### src/rtl/wp_pkg.sv
package wp_pkg;

    typedef enum logic [1:0] {
        WP_LOCKED = 2'd0,
        WP_ARMED  = 2'd1,
        WP_OPEN   = 2'd2
    } wp_state_e;

    localparam logic [7:0] WP_KEY_FIRST  = 8'hCA;
    localparam logic [7:0] WP_KEY_SECOND = 8'h53;

    typedef struct packed {
        logic       valid;
        logic       key_hit;
        logic       prot_hit;
        logic [7:0] key_byte;
    } wp_wr_s;

    // Next sequence state after a key-register write carrying byte b.
    function automatic wp_state_e wp_next(wp_state_e cur, logic [7:0] b);
        case (cur)
            WP_LOCKED: return (b == WP_KEY_FIRST)  ? WP_ARMED : WP_LOCKED;
            WP_ARMED:  return (b == WP_KEY_SECOND) ? WP_OPEN  : WP_LOCKED;
            default:   return WP_LOCKED;
        endcase
    endfunction

endpackage

### src/rtl/wp_addr_decode.sv
module wp_addr_decode
    import wp_pkg::*;
#(
    parameter int unsigned    ADDR_W   = 8,
    parameter int unsigned    DATA_W   = 32,
    parameter int unsigned    KEY_ADDR = 'h24,
    parameter logic [63:0]    PROT_MAP = 64'h5B
) (
    input  logic              wr_en,
    input  logic [ADDR_W-1:0] wr_addr,
    input  logic [DATA_W-1:0] wr_data,
    output wp_wr_s            wr_info
);
    localparam int unsigned WORD_W   = ADDR_W - 2;
    localparam int unsigned WORDS    = 2 ** WORD_W;
    localparam int unsigned KEY_WORD = KEY_ADDR >> 2;

    logic [WORD_W-1:0] word_idx;
    logic [WORDS-1:0]  prot_vec;

    assign word_idx = wr_addr[ADDR_W-1:2];

    // Expand the protection map over the decoded word space.
    for (genvar w = 0; w < WORDS; w++) begin : g_map
        if (w < 64 && w != KEY_WORD) begin : g_use
            assign prot_vec[w] = PROT_MAP[w];
        end else begin : g_off
            assign prot_vec[w] = 1'b0;
        end
    end

    always_comb begin
        wr_info          = '0;
        wr_info.valid    = wr_en;
        wr_info.key_hit  = wr_en && (int'(word_idx) == KEY_WORD);
        wr_info.prot_hit = wr_en && prot_vec[word_idx];
        wr_info.key_byte = wr_data[7:0];
    end

endmodule

### src/rtl/wp_key_seq.sv
module wp_key_seq
    import wp_pkg::*;
(
    input  logic      clk,
    input  logic      rst,
    input  wp_wr_s    wr_info,
    output wp_state_e state,
    output logic      unlocked
);
    always_ff @(posedge clk) begin
        if (rst) begin
            state <= WP_LOCKED;
        end else if (wr_info.key_hit) begin
            state <= wp_next(state, wr_info.key_byte);
        end
    end

    assign unlocked = (state == WP_OPEN);

    AST_RESET_LOCKED: assert property (@(posedge clk) disable iff (rst)
        $past(rst) |-> (state == WP_LOCKED));

    AST_OPEN_NEEDS_SECOND: assert property (@(posedge clk) disable iff (rst)
        $rose(unlocked) |-> ($past(wr_info.key_hit) && $past(wr_info.key_byte) == WP_KEY_SECOND
                             && $past(state) == WP_ARMED));

    AST_ARMED_FALLBACK: assert property (@(posedge clk) disable iff (rst)
        (state == WP_ARMED && wr_info.key_hit && wr_info.key_byte != WP_KEY_SECOND)
        |=> (state == WP_LOCKED));

    AST_OPEN_RELOCK: assert property (@(posedge clk) disable iff (rst)
        (state == WP_OPEN && wr_info.key_hit) |=> (state == WP_LOCKED));

    AST_HOLD_STATE: assert property (@(posedge clk) disable iff (rst)
        !wr_info.key_hit |=> $stable(state));

    AST_LOCKED_SECOND: assert property (@(posedge clk) disable iff (rst)
        (state == WP_LOCKED && wr_info.key_hit && wr_info.key_byte == WP_KEY_SECOND)
        |=> (state == WP_LOCKED));

endmodule

### src/rtl/wp_write_gate.sv
module wp_write_gate
    import wp_pkg::*;
(
    input  logic   clk,
    input  logic   rst,
    input  wp_wr_s wr_info,
    input  logic   unlocked,
    output logic   wr_grant,
    output logic   wr_block
);
    always_comb begin
        wr_grant = 1'b0;
        wr_block = 1'b0;
        if (wr_info.prot_hit) begin
            if (unlocked) wr_grant = 1'b1;
            else          wr_block = 1'b1;
        end
    end

    AST_GRANT_EXCLUSIVE: assert property (@(posedge clk) disable iff (rst)
        $onehot0({wr_grant, wr_block}));

    AST_GRANT_WHEN_OPEN: assert property (@(posedge clk) disable iff (rst)
        wr_grant |-> unlocked);

    AST_KEY_NOT_GATED: assert property (@(posedge clk) disable iff (rst)
        wr_info.key_hit |-> !(wr_grant || wr_block));

endmodule

### src/rtl/wp_unlock_gate.sv
module wp_unlock_gate
    import wp_pkg::*;
#(
    parameter int unsigned ADDR_W   = 8,
    parameter int unsigned DATA_W   = 32,
    parameter int unsigned KEY_ADDR = 'h24,
    parameter logic [63:0] PROT_MAP = 64'h5B
) (
    input  logic              clk,
    input  logic              rst,
    input  logic              wr_en,
    input  logic [ADDR_W-1:0] wr_addr,
    input  logic [DATA_W-1:0] wr_data,
    output logic              unlocked,
    output logic              wr_grant,
    output logic              wr_block
);
    wp_wr_s    wr_info;
    wp_state_e seq_state;

    wp_addr_decode #(
        .ADDR_W   (ADDR_W),
        .DATA_W   (DATA_W),
        .KEY_ADDR (KEY_ADDR),
        .PROT_MAP (PROT_MAP)
    ) u_decode (
        .wr_en   (wr_en),
        .wr_addr (wr_addr),
        .wr_data (wr_data),
        .wr_info (wr_info)
    );

    wp_key_seq u_seq (
        .clk      (clk),
        .rst      (rst),
        .wr_info  (wr_info),
        .state    (seq_state),
        .unlocked (unlocked)
    );

    wp_write_gate u_gate (
        .clk      (clk),
        .rst      (rst),
        .wr_info  (wr_info),
        .unlocked (unlocked),
        .wr_grant (wr_grant),
        .wr_block (wr_block)
    );

    AST_NO_GRANT_LOCKED: assert property (@(posedge clk) disable iff (rst)
        (seq_state != WP_OPEN) |-> !wr_grant);

endmodule

### config.mk
export PLATFORM = sky130hd
export DESIGN_NAME = wp_unlock_gate
export DESIGN_NICKNAME = d
export VERILOG_FILES = /design/src/rtl/wp_pkg.sv /design/src/rtl/wp_addr_decode.sv /design/src/rtl/wp_key_seq.sv /design/src/rtl/wp_write_gate.sv /design/src/rtl/wp_unlock_gate.sv
export SDC_FILE = /design/constraint.sdc
export NUM_CORES = 1
export LEC_CHECK = 0
export ABC_AREA = 1
export BUFFER_PORTS_ARGS = -buffer_cell sky130_fd_sc_hd__buf_4
export CORE_AREA = 2 2 39 41
export CTS_CLUSTER_DIAMETER = 50
export CTS_CLUSTER_SIZE = 14
export DETAILED_ROUTE_END_ITERATION = 7
export DIE_AREA = 0 0 41 43
export SKIP_LAST_GASP = 1
export SLEW_MARGIN = 20
export SYNTH_ARGS = -nofsm -noshare
export SYNTH_HDL_FRONTEND = slang
export SYNTH_SLANG_ARGS = --single-unit
export TNS_END_PERCENT = 50
### constraint.sdc
create_clock -name clk -period 0.8 [get_ports clk]
set_input_delay 0.08 -clock clk [delete_from_list [all_inputs] [get_ports clk]]
set_output_delay 0.08 -clock clk [all_outputs]
set_load 0.1 [all_outputs]
## Yosys cells after proc, flatten, opt, wreduce, memory -nomap -nowiden

Memory sizes are Yosys's and may differ from the RTL's.
Index checks and enable logic that the tools add are counted.

| storage, ports and cells | value |
|---|---|
| bits in read-only memories | 64 |
| word-level logic and storage cells | 19 |
| memories | 1 |
| bits in registers | 2 |
| output and inout port bits | 3 |
| input port bits | 43 |

Memory list:

| name | words | bits a word | read ports | clocked after Yosys merged registers in | write ports | line | source |
|---|---|---|---|---|---|---|---|
| (name not given) | 64 | 1 | 1 | 0 | 0 | wp_addr_decode.sv:36 | `wr_info.prot_hit = wr_en && prot_vec[word_idx];` |

| operators by class | value |
|---|---|
| mux-type cells | 8 |
| order comparisons | 1 |
| reduce and logical (&&, ||, !) cells | 3 |
| equal/unequal tests | 5 |

Operators by type and width:

| operator | number |
|---|---|
| equality test 8 x 7 -> 1 bit, second input constant | 1 |
| equality test 8 bit, second input constant | 1 |
| < comparator 6 x 7 -> 1 bit, second input constant | 1 |
| equality test 6 x 4 -> 1 bit, second input constant | 1 |
| two-way mux 1 bit | 6 |
| case mux 2 bit (2 select lines) | 1 |
| equality test 2 x 1 -> 1 bit, second input constant | 1 |
| equality test 2 bit, second input constant | 1 |
| logical AND 1 bit | 2 |
| zero test 2 bit | 1 |
| two-way mux 2 bit | 1 |

## Longest topological paths before layout

| depth | value |
|---|---|
| depth after elaboration | 4 |
| mapped depth | 6 |

## Cells and area by module

A second synthesis with hierarchy kept.

| second synthesis, totals | value |
|---|---|
| cell total of the unflattened synthesis | 59 |
| area total of the unflattened synthesis | 316.6 µm² |

By module, submodules not included:

| module | area each (µm²) | cells an instance | sequential area each (µm²) | instances |
|---|---|---|---|---|
| wp_key_seq | 161.4 | 30 | 40.0 | 1 |
| wp_addr_decode | 137.6 | 25 | 0.0 | 1 |
| wp_write_gate | 17.5 | 4 | 0.0 | 1 |

## Worst setup path after synthesis

Ideal clock, no wire load.

| timing path | value |
|---|---|
| path kind | reg-to-output |
| start point | register u_seq.state[1] |
| end point | output wr_grant |
| arrival | 3.108 ns |
| required time | 0.720 ns |
| path buffers | 0 |
| cell stages (with the launch flop) | 5 |
| setup slack | -2.388 ns |
| cells stage by stage | dfxtp_1 inv_1 nor2_1 inv_1 nor2_1 |

| between the ends | value |
|---|---|
| word-level cells in the longest chain between the ends | 3 |

Ends and longest elaborated chain:

| element | line | source |
|---|---|---|
| from (decl) | wp_key_seq.sv:7 | `output wp_state_e state,` |
| from (signal assigned) | wp_key_seq.sv:14 | `state <= wp_next(state, wr_info.key_byte);` |
| equality test 2 bit | wp_key_seq.sv:18 | `assign unlocked = (state == WP_OPEN);` |
| via unlocked | wp_unlock_gate.sv:14 | `output logic unlocked,` |
| two-way mux 1 bit | wp_write_gate.sv:15 | `if (unlocked) wr_grant = 1'b1;` |
| two-way mux 1 bit | wp_write_gate.sv:14 | `if (wr_info.prot_hit) begin` |
| to (decl) | wp_unlock_gate.sv:15 | `output logic wr_grant,` |

The timed path passes the listed nets, and every way through them passes these cells.

## Worst setup path after layout

| timing path | value |
|---|---|
| start point | register u_seq.state[1] |
| end point | output wr_grant |

| between the ends | value |
|---|---|
| word-level cells in the longest chain between the ends | 3 |

Ends and longest elaborated chain:

| element | line |
|---|---|
| equality test 2 bit | wp_key_seq.sv:18 |
| two-way mux 1 bit | wp_write_gate.sv:15 |
| two-way mux 1 bit | wp_write_gate.sv:14 |

Every way passes these cells.

==> results.yml <==
floorplanning:
  die_x_um: 41
  core_area_um2: 1380
  die_h_um: 43
  io_pins: 46
  rows: 14
  initial_core_util_pct: 15.6
  dieArea_um2: 1760
pwr:
  p_per_area_nw_per_um2: 924
  leakage_nw: 0.252
  total_power_mw: 0.452
  irDropWorstVdd_mv: 0.370
yosys:
  synth_nets: 86
  ys.warnings.count: 0
  ys_seq_area_share_pct: 18.5
  synth_area_um2: 216
  ys_types: 10
  avgSynthCellArea_um2: 5.03
  synth_seq_cells: 2
  syn_inst: 43
drt:
  drtPass1Iterations: 1
  viasPerCell: 3.81
  detailedRoute.firstIterationViolations: 0
  detail-route-antenna-nets: 0
  routed_wl_um: 628
  wl_per_cell_um: 7.39
  drcViolationCount: 0
  num_vias: 324
clock_tree:
  cts_tree: "yes"
  htree_levels: 1
  cts.sinks: 2
  clk_pin_slew_ns: 0.03
  clockBufferDepth: 2
  cts_buffers: 3
  cts_hold_buf: 0
  clk_latency_ns: 0.22
  cts_root_buffer: "clkbuf_4"
timing:
  hold_viol: 0
  maxSlewHeadroom_pct: 86.8
  skew_ns: 0.00369
  max_freq_mhz: 902
  setup_viol: 5
  fin_crit_sh_pct: 139
  finalSetupTns_ns: -1.01
  slew_viol_final: 0
  rsz0062_at_grt: "yes"
  fin_ws_ns: -0.309
  period_needed_ns: 1.11
  tightest_slew_ns: 0.198
grt:
  grt_max_degree: 5
  antenna_found_initial: 0
  grtUsageTotal_pct: 9.52
  grt_pass1_vias: 324
  grt_overflow: 0
  grt_first_pass_wirelength_um: 1080
final_layout:
  multi_input_area_um2: 160
  layout.cells.most_common_list: "buf_4 (20), nor2_1 (14), inv_1 (7), nand2_1 (6)"
  drive_above_1_share_pct: 52.2
  ff_latch_area_um2: 42.5
  largest_reg_flops: 2
  final_common_cell: "buf_4"
  n_antenna_cell: 0
  top_register: "u_seq.state"
  layout-area-overhead-vs-synth_pct: 126
  nFillCells: 155
  top_regs: "u_seq.state x2"
  post-route-util_pct: 35.4
  nets: 114
worst_setup_path:
  r2r_setup_slack_ns: -0.10
  cp-start-kind: "register"
  regToRegStartpoint: "u_seq.state[1]"
  cp_cell_sequence: "inv_2, nor2_4, inv_2, nor2_4, buf_12"
  path_delay_family: "flip-flops"
  worst-path-stages: 5
  cp_slowest_cell: "dfxtp_2"
  endpoint: "wr_grant"
  crit_required_ns: 0.72
  endpoint_kind: "output port"
  critPathKind: "reg -> out"
  max_stage_delay_ns: 0.32
  rr_worst_depth: 6
  worst_r2r_endpoint: "u_seq.state[0]"
  cp.buffers_inverters: 3
  crit_path_start: "u_seq.state[1]"
  crit_fanout: 3
  worstPathArrival_ns: 1.03
placement:
  preCtsSetupSlack_ns: -0.269
  numPortBuffers: 19
  place_hpwl_um: 522
  gp_congestion: 0.694
run_status:
  status: "finished, violations left"
  violations: "setup timing"
flow_run:
  drv_cap: 0
min_path:
  hold_path.class: "in -> reg"
==> report_power, final <==
part / leakage, nW / total (mW) / switching, mW / internal (mW)
sequential: 0.0171 / 0.102 / 0.000729 / 0.101
combinational: 0.221 / 0.126 / 0.0510 / 0.0754
clock: 0.0138 / 0.224 / 0.0580 / 0.166
==> cell families (layout without fill, tap and decap cells) <==
family | count (synthesis) | after routing | share of synthesized area (%)
and+or+nand+nor | 32 | 32 | 65.9
buffers and inverters | 9 | 35 | 15.6
DFF | 2 | 2 | 18.5
==> metal layers <==
layer	vias to the layer above	wire length, µm	GRT usage, %
li1	182	-	-
met1	132	236	8.95
met2	10	331	14.4
met3	0	59	4.71
met4	0	0	8.00
met5	-	0	0
==> tightest hold or removal path: stages <==
cell     delay [ns]
buf_4          0.08
inv_1          0.04
nand2_1        0.06
nor2_1         0.04
==> through the flow <==
| step | hold slack [ns] | instance area, µm² | std cells |
|---|---|---|---|
| finish | 0.101 | 489 | 85 |
| global route | 0.101 | 489 | 85 |
| CTS | 0.0958 | 469 | 84 |
| floorplan | 0.233 | 235 | 43 |
| global placement | 0.335 | 420 | 81 |
| detailed placement | 0.337 | 420 | 81 |
==> cells in the mapped netlist <==
master	instances	share of area, %
nor2_1	17	29
nand3_2	1	4.6
nor2_2	2	5.8
nand2_1	6	10
nand3_1	3	6.9
nand3b_1	1	3.5
dfxtp_1	2	18
nor3_1	1	2.3
nand4_1	1	2.9
inv_1	9	16
==> how the worst min path moves through the flow <==
stage               from             end  slack, ns  cells after the start
detailed placement   rst  u_seq.state[1]       0.34                      4
global route         rst  u_seq.state[1]       0.10                      4
floorplan            rst  u_seq.state[1]       0.23                      3
finish               rst  u_seq.state[0]       0.10                      4
global placement     rst  u_seq.state[1]       0.34                      4
CTS                  rst  u_seq.state[0]        0.1                      4
==> timing repair <==
action / 4_1_cts / 5_1_grt
hold endpoints to repair: 0 / 0
cloned: 0 / 0
buffers inserted: 0 / 1
endpoints found under the setup margin: 5 / 5
resized for setup: 7 / 3
pin swaps: 1 / 0
==> area by class of cell <==
type / instances / share of cell area, %
Timing Repair Buffer: 23 / 43.0
Tap cell: 16 / 4.09
Clock buffer: 3 / 4.60
Sequential cell: 2 / 8.70
Multi-Input combinational cell: 32 / 32.7
Inverter: 9 / 6.91
(Power assumes the default switching activity.)
